## src/rtl/evreg_pkg.sv

```systemverilog
package evreg_pkg;
   localparam int BYTE_W = 8;

   // Kinds of bit positions inside the transmit status byte
   localparam logic [BYTE_W-1:0] TX_STICKY_BITS = 8'hBF;
   localparam logic [BYTE_W-1:0] TX_LIVE_BITS   = 8'h40;
   localparam logic [BYTE_W-1:0] TX_MASK_WR     = 8'hAE;

   // Receive status: bits 6 and 5 unused
   localparam logic [BYTE_W-1:0] RX_STICKY_BITS = 8'h9F;
   localparam logic [BYTE_W-1:0] RX_LIVE_BITS   = 8'h00;
   localparam logic [BYTE_W-1:0] RX_MASK_WR     = 8'h9F;

   // Summary byte flag positions
   localparam int SUM_TX_BIT  = 0;
   localparam int SUM_RX_BIT  = 1;
   localparam int SUM_DMA_BIT = 2;

   typedef enum logic [2:0] {
      REG_TX_STAT = 3'd0,
      REG_TX_MASK = 3'd1,
      REG_RX_STAT = 3'd2,
      REG_RX_MASK = 3'd3,
      REG_SUMMARY = 3'd4
   } evreg_addr_e;
endpackage

```

## src/rtl/evreg_status.sv

```systemverilog
module evreg_status #(
   parameter int W = 8,
   parameter logic [W-1:0] STICKY = '1,
   parameter logic [W-1:0] LIVE   = '0
) (
   input  logic         clk,
   input  logic         rst_n,
   input  logic [W-1:0] set_pulse,
   input  logic [W-1:0] live_in,
   input  logic         clr_we,
   input  logic [W-1:0] clr_bits,
   output logic [W-1:0] stat
);
   initial begin : p_param_chk
      assert ((STICKY & LIVE) == '0)
         else $error("evreg_status: a bit cannot be both sticky and live");
   end

   // Inputs that only some bit kinds consume
   logic unused_inputs;
   assign unused_inputs = ^{set_pulse & ~STICKY, live_in & ~LIVE, clr_bits & ~STICKY};

   for (genvar i = 0; i < W; i++) begin : g_bit
      if (LIVE[i]) begin : g_live
         assign stat[i] = live_in[i];
      end else if (STICKY[i]) begin : g_sticky
         logic q;
         always_ff @(posedge clk or negedge rst_n) begin
            if (!rst_n) q <= 1'b0;
            else        q <= set_pulse[i] | (q & ~(clr_we & clr_bits[i]));
         end
         assign stat[i] = q;

         AST_STICKY_SET: assert property (@(posedge clk) disable iff (!rst_n)
            set_pulse[i] |=> stat[i]);
         AST_CLR_ONE: assert property (@(posedge clk) disable iff (!rst_n)
            (clr_we && clr_bits[i] && !set_pulse[i]) |=> !stat[i]);
         AST_STICKY_HOLD: assert property (@(posedge clk) disable iff (!rst_n)
            (!clr_we && !set_pulse[i]) |=> $stable(stat[i]));
      end else begin : g_unused
         assign stat[i] = 1'b0;
      end
   end
endmodule

```

## src/rtl/evreg_mask.sv

```systemverilog
module evreg_mask #(
   parameter int W = 8,
   parameter logic [W-1:0] WR_BITS = '1
) (
   input  logic         clk,
   input  logic         rst_n,
   input  logic         we,
   input  logic [W-1:0] wdata,
   output logic [W-1:0] mask
);
   logic unused_wdata;
   assign unused_wdata = ^(wdata & ~WR_BITS);

   for (genvar i = 0; i < W; i++) begin : g_bit
      if (WR_BITS[i]) begin : g_rw
         logic q;
         always_ff @(posedge clk or negedge rst_n) begin
            if (!rst_n)  q <= 1'b0;
            else if (we) q <= wdata[i];
         end
         assign mask[i] = q;
      end else begin : g_zero
         assign mask[i] = 1'b0;
      end
   end

   AST_MASK_HOLD: assert property (@(posedge clk) disable iff (!rst_n)
      !we |=> $stable(mask));
endmodule

```

## src/rtl/evreg_irq_sum.sv

```systemverilog
module evreg_irq_sum
   import evreg_pkg::*;
#(
   parameter int W = BYTE_W
) (
   input  logic [W-1:0] tx_stat,
   input  logic [W-1:0] tx_mask,
   input  logic [W-1:0] rx_stat,
   input  logic [W-1:0] rx_mask,
   input  logic         dma_pend,
   output logic [W-1:0] summary,
   output logic         irq
);
   logic tx_pend, rx_pend;

   assign tx_pend = |(tx_stat & tx_mask);
   assign rx_pend = |(rx_stat & rx_mask);

   always_comb begin
      summary              = '0;
      summary[SUM_TX_BIT]  = ~tx_pend;
      summary[SUM_RX_BIT]  = ~rx_pend;
      summary[SUM_DMA_BIT] = ~dma_pend;
   end

   assign irq = tx_pend | rx_pend;
endmodule

```

## src/rtl/evreg_top.sv

```systemverilog
module evreg_top
   import evreg_pkg::*;
#(
   parameter int ADDR_W = 3,
   parameter logic [BYTE_W-1:0] TX_STICKY = TX_STICKY_BITS,
   parameter logic [BYTE_W-1:0] TX_LIVE   = TX_LIVE_BITS,
   parameter logic [BYTE_W-1:0] TX_MWR    = TX_MASK_WR,
   parameter logic [BYTE_W-1:0] RX_STICKY = RX_STICKY_BITS,
   parameter logic [BYTE_W-1:0] RX_MWR    = RX_MASK_WR
) (
   input  logic              clk,
   input  logic              rst_n,
   input  logic [ADDR_W-1:0] addr,
   input  logic              wr_en,
   input  logic [BYTE_W-1:0] wr_data,
   input  logic              rd_en,
   output logic [BYTE_W-1:0] rd_data,
   input  logic [BYTE_W-1:0] tx_evt,
   input  logic              carrier_in,
   input  logic [BYTE_W-1:0] rx_evt,
   input  logic              dma_done,
   output logic              irq
);
   localparam int LIVE_POS = 6;

   initial begin : p_param_chk
      assert (ADDR_W >= 3) else $error("evreg_top: address too narrow for map");
      assert ((TX_MWR & ~TX_STICKY) == '0) else $error("evreg_top: tx mask on non-sticky bit");
      assert ((RX_MWR & ~RX_STICKY) == '0) else $error("evreg_top: rx mask on non-sticky bit");
   end

   // Address decode
   logic hit_txs, hit_txm, hit_rxs, hit_rxm, hit_sum;
   assign hit_txs = (addr == ADDR_W'(REG_TX_STAT));
   assign hit_txm = (addr == ADDR_W'(REG_TX_MASK));
   assign hit_rxs = (addr == ADDR_W'(REG_RX_STAT));
   assign hit_rxm = (addr == ADDR_W'(REG_RX_MASK));
   assign hit_sum = (addr == ADDR_W'(REG_SUMMARY));

   logic [BYTE_W-1:0] tx_stat, rx_stat, tx_mask, rx_mask, summary;
   logic [BYTE_W-1:0] tx_live;

   always_comb begin
      tx_live           = '0;
      tx_live[LIVE_POS] = carrier_in;
   end

   evreg_status #(.W(BYTE_W), .STICKY(TX_STICKY), .LIVE(TX_LIVE)) i_tx_stat (
      .clk(clk), .rst_n(rst_n), .set_pulse(tx_evt), .live_in(tx_live),
      .clr_we(wr_en && hit_txs), .clr_bits(wr_data), .stat(tx_stat));

   evreg_status #(.W(BYTE_W), .STICKY(RX_STICKY), .LIVE('0)) i_rx_stat (
      .clk(clk), .rst_n(rst_n), .set_pulse(rx_evt), .live_in('0),
      .clr_we(wr_en && hit_rxs), .clr_bits(wr_data), .stat(rx_stat));

   evreg_mask #(.W(BYTE_W), .WR_BITS(TX_MWR)) i_tx_mask (
      .clk(clk), .rst_n(rst_n), .we(wr_en && hit_txm), .wdata(wr_data), .mask(tx_mask));

   evreg_mask #(.W(BYTE_W), .WR_BITS(RX_MWR)) i_rx_mask (
      .clk(clk), .rst_n(rst_n), .we(wr_en && hit_rxm), .wdata(wr_data), .mask(rx_mask));

   // DMA completion flag, set wins over clear
   logic dma_pend;
   always_ff @(posedge clk or negedge rst_n) begin
      if (!rst_n) dma_pend <= 1'b0;
      else        dma_pend <= dma_done | (dma_pend & ~(wr_en && hit_sum && wr_data[SUM_DMA_BIT]));
   end

   evreg_irq_sum #(.W(BYTE_W)) i_sum (
      .tx_stat(tx_stat), .tx_mask(tx_mask), .rx_stat(rx_stat), .rx_mask(rx_mask),
      .dma_pend(dma_pend), .summary(summary), .irq(irq));

   // Read path
   logic [BYTE_W-1:0] rd_mux, rd_q;
   always_comb begin
      rd_mux = '0;
      if (hit_txs) rd_mux = tx_stat;
      if (hit_txm) rd_mux = tx_mask;
      if (hit_rxs) rd_mux = rx_stat;
      if (hit_rxm) rd_mux = rx_mask;
      if (hit_sum) rd_mux = summary;
   end

   always_ff @(posedge clk or negedge rst_n) begin
      if (!rst_n)     rd_q <= '0;
      else if (rd_en) rd_q <= rd_mux;
   end
   assign rd_data = rd_q;

   AST_DMA_FLAG: assert property (@(posedge clk) disable iff (!rst_n)
      dma_done |=> !summary[SUM_DMA_BIT]);
   AST_RD_HOLD: assert property (@(posedge clk) disable iff (!rst_n)
      !rd_en |=> $stable(rd_data));
   AST_TX_IRQ: assert property (@(posedge clk) disable iff (!rst_n)
      ((|(tx_evt & tx_mask)) && !(wr_en && hit_txm)) |=> irq);
   AST_RX_IRQ: assert property (@(posedge clk) disable iff (!rst_n)
      ((|(rx_evt & rx_mask)) && !(wr_en && hit_rxm)) |=> irq);
endmodule

```

## config.mk

```make
export PLATFORM = sky130hd
export DESIGN_NAME = evreg_top
export DESIGN_NICKNAME = d
export VERILOG_FILES = /design/src/rtl/evreg_pkg.sv /design/src/rtl/evreg_status.sv /design/src/rtl/evreg_mask.sv /design/src/rtl/evreg_irq_sum.sv /design/src/rtl/evreg_top.sv
export SDC_FILE = /design/constraint.sdc
export NUM_CORES = 1
export LEC_CHECK = 0
export BUFFER_PORTS_ARGS = -buffer_cell sky130_fd_sc_hd__buf_2
export CAP_MARGIN = 20
export CORE_ASPECT_RATIO = 1.1
export CORE_MARGIN = 2
export CORE_UTILIZATION = 25
export DETAILED_ROUTE_END_ITERATION = 12
export PLACE_DENSITY = 0.5
export SETUP_SLACK_MARGIN = 0.3
export SLEW_MARGIN = 20
export SYNTH_ARGS = -nofsm -noshare
export SYNTH_HDL_FRONTEND = slang
export SYNTH_SLANG_ARGS = --single-unit
```

## constraint.sdc

```tcl
create_clock -name clk -period 2.2 [get_ports clk]
set_clock_uncertainty 0.1 [all_clocks]
set_input_delay 0.11 -clock clk [delete_from_list [all_inputs] [get_ports clk]]
set_output_delay 0.11 -clock clk [all_outputs]
set_load 0.02 [all_outputs]
```

==> results of run 1 <==
final timing paths:
| check | from | end | slack, ns | cells past startpoint |
|---|---|---|---|---|
| max in group asynchronous | rst_n | i_tx_mask.g_bit[1].g_rw.q$_DFFE_PN0P_ | 1.18 | 2 |
| min reg2reg | i_tx_stat.g_bit[4].g_sticky.q$_DFF_PN0_ | i_tx_stat.g_bit[4].g_sticky.q$_DFF_PN0_ | 0.38 | 1 |
| min in group asynchronous | rst_n | rd_data[5]$_DFFE_PN0P_ | 0.34 | 2 |
| max reg2reg | i_tx_mask.g_bit[2].g_rw.q$_DFFE_PN0P_ | rd_data[0]$_DFFE_PN0P_ | 0.74 | 3 |
| max | i_tx_mask.g_bit[2].g_rw.q$_DFFE_PN0P_ | irq | 0.50 | 3 |
| min | wr_data[7] | i_tx_mask.g_bit[7].g_rw.q$_DFFE_PN0P_ | 0.01 | 2 |
final cells by class:
type,instances,area share (%)
repair buffers,56,18.0
multi-input cells,83,32.8
inverters,4,0.720
clock buffers,7,4.14
flip-flops and latches,33,39.6
well taps,80,4.80
flip-flops by register name, summed over array words and instances (netlist names):
register,flops
i_tx_mask.g_bit.g_rw.q,5
i_tx_stat.g_bit.g_sticky.q,7
dma_pend,1
rd_data,8
i_rx_mask.g_bit.g_rw.q,6
i_rx_stat.g_bit.g_sticky.q,6
metrics by stage:
step	util (%)	hold WS, ns	setup WS (ns)	cells	total power [mW]
2_1_floorplan	-	-0.286	0.947	126	0.871
4_1_cts	33.9	0.000366	0.505	262	1.45
3_3_place_gp	29.6	0.130	0.656	237	0.959
5_1_grt	34.1	0.0131	0.441	263	1.51
3_5_place_dp	29.6	0.119	0.660	237	0.962
6_report	34.1	0.0143	0.502	263	1.43
timing repair:
item,CTS,global route
resized for setup,0,0
endpoints found under the hold margin,50,1
hold buffers,18,1
metal layers:
| metal | routed length (um) | global-route usage [%] | vias up |
|---|---|---|---|
| li1 | - | - | 572 |
| met1 | 1710 | 14.6 | 581 |
| met2 | 1770 | 18.6 | 30 |
| met3 | 144 | 2.90 | 2 |
| met4 | 38 | 4.23 | 0 |
| met5 | 0 | 0 | - |
power groups by stage:
stage               Clock, mW  Combinational [mW]  Sequential (mW)
detailed placement          0               0.235            0.727
global route            0.499               0.282            0.727
global placement            0               0.232            0.727
CTS                     0.472               0.260            0.716
floorplan                   0               0.137            0.734
finish                  0.458               0.256            0.717
synthesized netlist by cell type:
library cell | n | area share, %
sky130_fd_sc_hd__dfrtp_1 | 33 | 53
sky130_fd_sc_hd__nand2_1 | 15 | 3.6
sky130_fd_sc_hd__a21o_1 | 14 | 6.7
sky130_fd_sc_hd__mux2_2 | 11 | 7.9
sky130_fd_sc_hd__a22oi_1 | 5 | 2.4
sky130_fd_sc_hd__nand2b_1 | 5 | 2.0
sky130_fd_sc_hd__nor2_1 | 5 | 1.2
sky130_fd_sc_hd__inv_1 | 4 | 0.96
sky130_fd_sc_hd__mux4_2 | 4 | 5.8
sky130_fd_sc_hd__o2bb2ai_1 | 4 | 2.2
sky130_fd_sc_hd__a31oi_1 | 2 | 0.80
sky130_fd_sc_hd__and3_1 | 2 | 0.80
sky130_fd_sc_hd__buf_2 | 2 | 0.64
sky130_fd_sc_hd__buf_4 | 2 | 0.96
sky130_fd_sc_hd__mux2i_1 | 2 | 1.3
sky130_fd_sc_hd__nand3_1 | 2 | 0.64
sky130_fd_sc_hd__a21boi_0 | 1 | 0.48
sky130_fd_sc_hd__a222oi_1 | 1 | 0.64
sky130_fd_sc_hd__and4bb_1 | 1 | 0.80
sky130_fd_sc_hd__buf_6 | 1 | 0.72
sky130_fd_sc_hd__clkbuf_1 | 1 | 0.24
sky130_fd_sc_hd__mux2_1 | 1 | 0.72
sky130_fd_sc_hd__nand4_1 | 1 | 0.40
sky130_fd_sc_hd__nand4b_1 | 1 | 0.56
sky130_fd_sc_hd__nand4b_2 | 1 | 0.96
sky130_fd_sc_hd__nor3b_2 | 1 | 0.80
sky130_fd_sc_hd__nor4b_4 | 1 | 1.5
sky130_fd_sc_hd__o21ai_0 | 1 | 0.32
sky130_fd_sc_hd__o31ai_1 | 1 | 0.48
sky130_fd_sc_hd__o32a_1 | 1 | 0.64
worst register-to-register path: cells and delay by family, from the launching register on:
kind / cells / cell delay (ns)
AOI/OAI and AO/OA: 3 / 0.86
DFF: 1 / 0.41
cells by family after synthesis:
kind of cell           count (synthesis)  share of synthesized area, %
AND/OR/NAND/NOR                       35                          13.3
flip-flops                            33                          52.8
AO/OA/AOI/OAI                         30                          14.7
multiplexers                          18                          15.7
buffers and inverters                 10                          3.52
==> metrics.txt, run 1 <==
# TYPE chip_impl_metric gauge
chip_impl_metric{name="io_buffer_count",unit=""} 37
chip_impl_metric{name="clk_latency",unit="ns"} 0.28
chip_impl_metric{name="drt_iter0_drc",unit=""} 87
chip_impl_metric{name="route.vias.total",unit=""} 1185
chip_impl_metric{name="worst_pin_slew",unit="ns"} 0.755
chip_impl_metric{name="std_cell_rows",unit=""} 30
chip_impl_metric{name="critical_path_buf_inv_count",unit=""} 1
chip_impl_info{name="crit_type",value="flip-flop to output pin"} 1
chip_impl_metric{name="p_leak",unit="nW"} 0.871
chip_impl_metric{name="count_of_antenna_diodes_in_the_layout",unit=""} 0
chip_impl_metric{name="initial_util",unit="%"} 25.6
chip_impl_info{name="critical_path.cell_chain",value="a222oi_1 -> nand3_1 -> buf_2"} 1
chip_impl_metric{name="grt_use_total",unit="%"} 11.4
chip_impl_metric{name="synth.cell_area",unit="um2"} 1560
chip_impl_metric{name="cts_sinks",unit=""} 33
chip_impl_metric{name="fillers",unit=""} 623
chip_impl_metric{name="comb_power_share",unit="%"} 17.9
chip_impl_metric{name="postRouteWirelength",unit="mm"} 3.66
chip_impl_metric{name="synthesis.yosys.warnings",unit=""} 0
chip_impl_metric{name="p_per_area",unit="nW/um2"} 686
chip_impl_metric{name="worst_path_required",unit="ns"} 1.99
chip_impl_metric{name="routabilityCongestion",unit=""} 0.726
chip_impl_metric{name="ir_drop",unit="mV"} 0.322
chip_impl_metric{name="drv.max_cap_violation_count",unit=""} 0
chip_impl_metric{name="cp.arrival",unit="ns"} 1.49
chip_impl_info{name="slowest_stage",value="sky130_fd_sc_hd__a222oi_1"} 1
chip_impl_metric{name="synth.yosys.seq_area_share",unit="%"} 52.8
chip_impl_metric{name="timing.slew.headroom",unit="%"} 49.7
chip_impl_metric{name="timing.critical_path.fanout_max",unit=""} 3
chip_impl_metric{name="switching_power",unit="uW"} 373
chip_impl_metric{name="crit_path_max_incr_delay",unit="ns"} 0.45
chip_impl_metric{name="finalSetupTns",unit="ns"} 0
chip_impl_info{name="startpoint_type",value="flip-flop"} 1
chip_impl_metric{name="finalCriticalPeriod",unit="ns"} 1.70
chip_impl_metric{name="net_count_after_synthesis",unit=""} 159
chip_impl_metric{name="wire_length_of_the_first_global_routing_pass",unit="mm"} 5.91
chip_impl_info{name="endpoint_kind",value="output pin"} 1
chip_impl_metric{name="number_of_setup_buffers_added_after_cts",unit=""} 0
chip_impl_info{name="most-common-layout-cells",value="37 x sky130_fd_sc_hd__buf_2, 33 x sky130_fd_sc_hd__dfrtp_1, 19 x sky130_fd_sc_hd__dlygate4sd3_1"} 1
chip_impl_metric{name="min_period_over_period",unit="%"} 77.2
chip_impl_info{name="cpLargestDelayFamily",value="compound AO/OA/AOI/OAI gates"} 1
chip_impl_metric{name="synthCells",unit=""} 126
chip_impl_metric{name="synth.ff_latch_count",unit=""} 33
chip_impl_metric{name="sequentialPowerShare",unit="%"} 50.1
chip_impl_metric{name="grt_antenna_before_repair",unit=""} 0
chip_impl_metric{name="hold_viol_final",unit=""} 0
chip_impl_metric{name="p_int",unit="mW"} 1.06
chip_impl_metric{name="vias_per_cell",unit=""} 4.51
chip_impl_metric{name="grt-ovfl-total",unit=""} 0
chip_impl_metric{name="post_synthesis_mean_instance_area",unit="um2"} 12.4
chip_impl_metric{name="dr.pass1.iters",unit=""} 4
chip_impl_metric{name="grt_max_degree",unit=""} 34
chip_impl_metric{name="layout-drive-gt1-share",unit="%"} 33.3
chip_impl_metric{name="multi_input_gate_area",unit="um2"} 683
chip_impl_metric{name="sequential_cell_area",unit="um2"} 826
chip_impl_info{name="class_of_the_tightest_hold_or_removal_check",value="primary input to flip-flop"} 1
chip_impl_metric{name="cts_made_buffers",unit=""} 5
chip_impl_metric{name="ys_types",unit=""} 30
chip_impl_info{name="final_common_cell",value="sky130_fd_sc_hd__buf_2"} 1
chip_impl_metric{name="die_area",unit="um2"} 6910
chip_impl_metric{name="fp.coreArea",unit="um2"} 6120
chip_impl_metric{name="report.final.setup_viol",unit=""} 0
chip_impl_metric{name="cts-htree-levels",unit=""} 2
chip_impl_metric{name="nets",unit=""} 216
chip_impl_info{name="run_status",value="complete, no violations"} 1
chip_impl_info{name="rsz0062_at_grt",value="false"} 1
chip_impl_metric{name="grt_pass1_vias",unit=""} 1172
chip_impl_metric{name="drc",unit=""} 0
chip_impl_metric{name="routedWlPerCell",unit="um"} 13.9
chip_impl_metric{name="flow.area_growth_from_synthesis",unit="%"} 33.4
chip_impl_info{name="root_buffer_master",value="sky130_fd_sc_hd__clkbuf_8"} 1
chip_impl_metric{name="io_pins",unit=""} 42
chip_impl_info{name="clock_tree_from_tritoncts",value="done"} 1
chip_impl_metric{name="ctsLongestPathBuffers",unit=""} 2
chip_impl_metric{name="die_width",unit="um"} 79.4
chip_impl_metric{name="die_height",unit="um"} 87.0
chip_impl_metric{name="max_slew_violation_total_from_the_final_report",unit=""} 0
chip_impl_metric{name="route.antenna.remaining_nets",unit=""} 0
chip_impl_metric{name="clk_transition_reported_paths",unit="ns"} 0.07
chip_impl_metric{name="post-dp-hpwl",unit="mm"} 2.61
chip_impl_metric{name="max_clock_freq",unit="MHz"} 589
chip_impl_metric{name="layout.cell_area.non_filler",unit="um2"} 2090
chip_impl_metric{name="switching_share_of_total_power",unit="%"} 26.1
chip_impl_metric{name="clock_power_share",unit="%"} 32.0
chip_impl_metric{name="postPlaceCellArea",unit="um2"} 1810
No activity file was read; power rests on OpenSTA's default activity.
==> run 2, diff against run 1 <==
--- a/config.mk
+++ b/config.mk
@@ -11,7 +11,7 @@
 export CORE_MARGIN = 2
 export CORE_UTILIZATION = 25
 export DETAILED_ROUTE_END_ITERATION = 12
-export PLACE_DENSITY = 0.5
+export PLACE_DENSITY = 0.52
 export SETUP_SLACK_MARGIN = 0.3
 export SLEW_MARGIN = 20
 export SYNTH_ARGS = -nofsm -noshare
==> constraint.sdc (replaced) <==
create_clock -name clk -period 1.5 [get_ports clk]
set_clock_uncertainty 0.1 [all_clocks]
set_input_delay 0.075 -clock clk [delete_from_list [all_inputs] [get_ports clk]]
set_output_delay 0.075 -clock clk [all_outputs]
set_load 0.02 [all_outputs]
==> run 2 against run 1 <==
  * The run now ends with negative setup slack left
  * Power increased by 64%
  * Clock-buffer cell count unchanged
  * Sequential cell count unchanged
  * Via count up 5.7%
  * Sequential power up 46%
  * Register-to-register slack lost 0.67 ns
  * Clock power rose by 87%
  * Setup slack got worse by 0.64 ns
  * Critical path depth grew 1
  * Combinational power is 68% higher
  * Final area up 9.7%
  * Global-route usage is 0.24 points higher
==> metrics.txt, run 2 (synthesized netlist as in run 1, its figures left out) <==
# TYPE chip_impl_metric gauge
chip_impl_metric{name="die_width",unit="um"} 79.4
chip_impl_metric{name="fillers",unit=""} 605
chip_impl_metric{name="layout-drive-gt1-share",unit="%"} 39.4
chip_impl_metric{name="cp.arrival",unit="ns"} 1.46
chip_impl_metric{name="clk_transition_reported_paths",unit="ns"} 0.07
chip_impl_info{name="slowest_stage",value="sky130_fd_sc_hd__dfrtp_1"} 1
chip_impl_metric{name="p_total",unit="mW"} 2.34
chip_impl_metric{name="flip_flop_count_of_the_largest_register_all_copies_and_words_added",unit=""} 8
chip_impl_info{name="clock_tree_from_tritoncts",value="done"} 1
chip_impl_metric{name="minimum_setup_slack_after_placement",unit="ns"} 0.0772
chip_impl_info{name="class_of_the_tightest_hold_or_removal_check",value="primary input to flip-flop"} 1
chip_impl_info{name="run_status",value="finished with violations"} 1
chip_impl_info{name="startpoint_type",value="flip-flop"} 1
chip_impl_metric{name="grt-ovfl-total",unit=""} 0
chip_impl_metric{name="die_area",unit="um2"} 6910
chip_impl_metric{name="route.vias.total",unit=""} 1252
chip_impl_metric{name="nets",unit=""} 230
chip_impl_info{name="endpoint_kind",value="output pin"} 1
chip_impl_metric{name="timing.hold.worst_path_depth",unit=""} 3
chip_impl_metric{name="dr.pass1.iters",unit=""} 4
chip_impl_metric{name="routedWlPerCell",unit="um"} 13.5
chip_impl_metric{name="layout_setup_ws",unit="ns"} -0.139
chip_impl_info{name="timing.hold.worst.start",value="wr_en"} 1
chip_impl_metric{name="io_buffer_count",unit=""} 37
chip_impl_metric{name="drc",unit=""} 0
chip_impl_metric{name="finalSetupTns",unit="ns"} -0.139
chip_impl_metric{name="worst_pin_slew",unit="ns"} 0.413
chip_impl_info{name="violations",value="negative setup slack"} 1
chip_impl_metric{name="cts_made_buffers",unit=""} 5
chip_impl_metric{name="wire_length_of_the_first_global_routing_pass",unit="mm"} 6.00
chip_impl_metric{name="grt_use_total",unit="%"} 11.7
chip_impl_metric{name="drt_iter0_drc",unit=""} 41
chip_impl_metric{name="route.antenna.remaining_nets",unit=""} 0
chip_impl_metric{name="max_slew_violation_total_from_the_final_report",unit=""} 0
chip_impl_metric{name="hold_viol_final",unit=""} 0
chip_impl_metric{name="crit_path_max_incr_delay",unit="ns"} 0.41
chip_impl_info{name="rsz0062_at_grt",value="true"} 1
chip_impl_metric{name="clk_latency",unit="ns"} 0.28
chip_impl_metric{name="grt_antenna_before_repair",unit=""} 0
chip_impl_metric{name="critical_path_buf_inv_count",unit=""} 2
chip_impl_info{name="most-common-layout-cells",value="36 x sky130_fd_sc_hd__buf_2, 33 x sky130_fd_sc_hd__dfrtp_1, 24 x sky130_fd_sc_hd__dlygate4sd3_1"} 1
chip_impl_metric{name="p_per_area",unit="nW/um2"} 1020
chip_impl_metric{name="std_cell_rows",unit=""} 30
chip_impl_info{name="crit-reg2reg-launch",value="i_tx_stat.g_bit[2].g_sticky.q$_DFF_PN0_"} 1
chip_impl_metric{name="flow.area_growth_from_synthesis",unit="%"} 46.2
chip_impl_metric{name="timing.critical_path.fanout_max",unit=""} 3
chip_impl_metric{name="ir_drop",unit="mV"} 0.382
chip_impl_info{name="cpLargestDelayFamily",value="flip-flops"} 1
chip_impl_metric{name="routabilityCongestion",unit=""} 0.736
chip_impl_info{name="final_common_cell",value="sky130_fd_sc_hd__buf_2"} 1
chip_impl_metric{name="p_leak",unit="nW"} 0.959
chip_impl_metric{name="met1Wirelength",unit="mm"} 1.71
chip_impl_metric{name="cts-htree-levels",unit=""} 2
chip_impl_metric{name="finish.utilization",unit="%"} 37.4
chip_impl_metric{name="wl_met2",unit="mm"} 1.85
chip_impl_metric{name="cts_sinks",unit=""} 33
chip_impl_metric{name="grt_max_degree",unit=""} 18
chip_impl_metric{name="worst_r2r_path_depth",unit=""} 4
chip_impl_metric{name="r2r_slack",unit="ns"} 0.07
chip_impl_metric{name="grt_pass1_vias",unit=""} 1208
chip_impl_info{name="destination_of_the_worst_hold_path",value="dma_pend$_DFF_PN0_"} 1
chip_impl_metric{name="post-dp-hpwl",unit="mm"} 2.75
chip_impl_info{name="root_buffer_master",value="sky130_fd_sc_hd__clkbuf_8"} 1
chip_impl_metric{name="initial_util",unit="%"} 25.6
chip_impl_metric{name="timing.slew.headroom",unit="%"} 72.5
chip_impl_metric{name="io_pins",unit=""} 42
chip_impl_info{name="critical_path.cell_chain",value="a222oi_1 -> buf_4 -> nand3_4 -> buf_6"} 1
chip_impl_metric{name="die_height",unit="um"} 87.0
chip_impl_metric{name="dr_wl_met3",unit="um"} 147
chip_impl_metric{name="fp.coreArea",unit="um2"} 6120
chip_impl_info{name="ff_to_ff_end",value="rd_data[0]$_DFFE_PN0P_"} 1
chip_impl_metric{name="min_period_over_period",unit="%"} 109
chip_impl_metric{name="ctsLongestPathBuffers",unit=""} 2
chip_impl_metric{name="max_clock_freq",unit="MHz"} 610
chip_impl_metric{name="report.final.setup_viol",unit=""} 1
chip_impl_metric{name="finalCriticalPeriod",unit="ns"} 1.64
chip_impl_metric{name="drv.max_cap_violation_count",unit=""} 0
chip_impl_info{name="crit_type",value="flip-flop to output pin"} 1
chip_impl_metric{name="worst_path_required",unit="ns"} 1.32
chip_impl_info{name="topRoutingLayerUsed",value="met4"} 1
chip_impl_metric{name="vias_per_cell",unit=""} 4.50
chip_impl_metric{name="postRouteWirelength",unit="mm"} 3.76
chip_impl_metric{name="count_of_antenna_diodes_in_the_layout",unit=""} 0
==> run 2: cell types whose count changed in the layout (fill, tap and decap cells not counted), moves of 2 or more <==
cell                            previous run  this run
sky130_fd_sc_hd__buf_4                     0         8
sky130_fd_sc_hd__dlygate4sd3_1            19        24
sky130_fd_sc_hd__a22oi_1                   5         3
sky130_fd_sc_hd__a22oi_2                   0         2
sky130_fd_sc_hd__inv_1                     4         2
sky130_fd_sc_hd__inv_2                     0         2
sky130_fd_sc_hd__o2bb2ai_1                 4         2
sky130_fd_sc_hd__o2bb2ai_2                 0         2
==> run 2: area by class of cell <==
type	count	area [um2]	share of cell area [%]
Multi-Input combinational cell	83	718	31.4
Sequential cell	33	826	36.1
Tap cell	80	100	4.38
Clock buffer	7	86.3	3.77
Clock inverter	1	30.0	1.31
Timing Repair Buffer	70	512	22.4
Inverter	4	15.0	0.656
==> run 2: where the power goes <==
group / total [mW] / internal (mW) / switching (mW)
sequential: 1.05 / 0.986 / 0.0691
combinational: 0.431 / 0.238 / 0.194
clock: 0.856 / 0.541 / 0.315
total: 2.34 / 1.76 / 0.578
==> run 2: worst max path at each step <==
| stage | to | start | cells past startpoint |
|---|---|---|---|
| 3_3_place_gp | i_tx_mask.g_bit[2].g_rw.q$_DFFE_PN0P_ | addr[0] | 3 |
| 2_1_floorplan | rd_data[0]$_DFFE_PN0P_ | i_tx_stat.g_bit[2].g_sticky.q$_DFF_PN0_ | 3 |
| 5_1_grt | irq | i_tx_stat.g_bit[2].g_sticky.q$_DFF_PN0_ | 4 |
| 3_5_place_dp | i_tx_mask.g_bit[2].g_rw.q$_DFFE_PN0P_ | addr[0] | 3 |
| 6_report | irq | i_tx_stat.g_bit[2].g_sticky.q$_DFF_PN0_ | 4 |
| 4_1_cts | irq | i_tx_mask.g_bit[2].g_rw.q$_DFFE_PN0P_ | 3 |
==> run 2: stage by stage <==
stage                     std cells  instance area, um2  hold WS, ns
after floorplan                 126                1560       -0.321
after global placement          242                1860      -0.0718
after global routing            278                2290       0.0466
after CTS                       274                2220       0.0294
final                           278                2290       0.0377
after detailed placement        242                1860      -0.0669
==> run 2: repair_timing <==
action,4_1_cts,5_1_grt
endpoints found under the hold margin,61,0
endpoints found under the setup margin,6,7
gates resized for setup,3,7
pin swaps,2,1
hold buffers,24,0
buffers inserted,0,4
==> run 2: worst reg2reg max path, delay by kind of cell (launching register included) <==
kind / cells / cell delay [ns]
compound gates: 3 / 0.64
buf+inv: 1 / 0.19
flops: 1 / 0.41
==> run 2: routing by layer <==
metal  vias up  global-route usage (%)
li1        606                       -
met1       610                    14.8
met2        30                    18.5
met3         6                    3.01
met4         0                    5.64
met5         -                       0
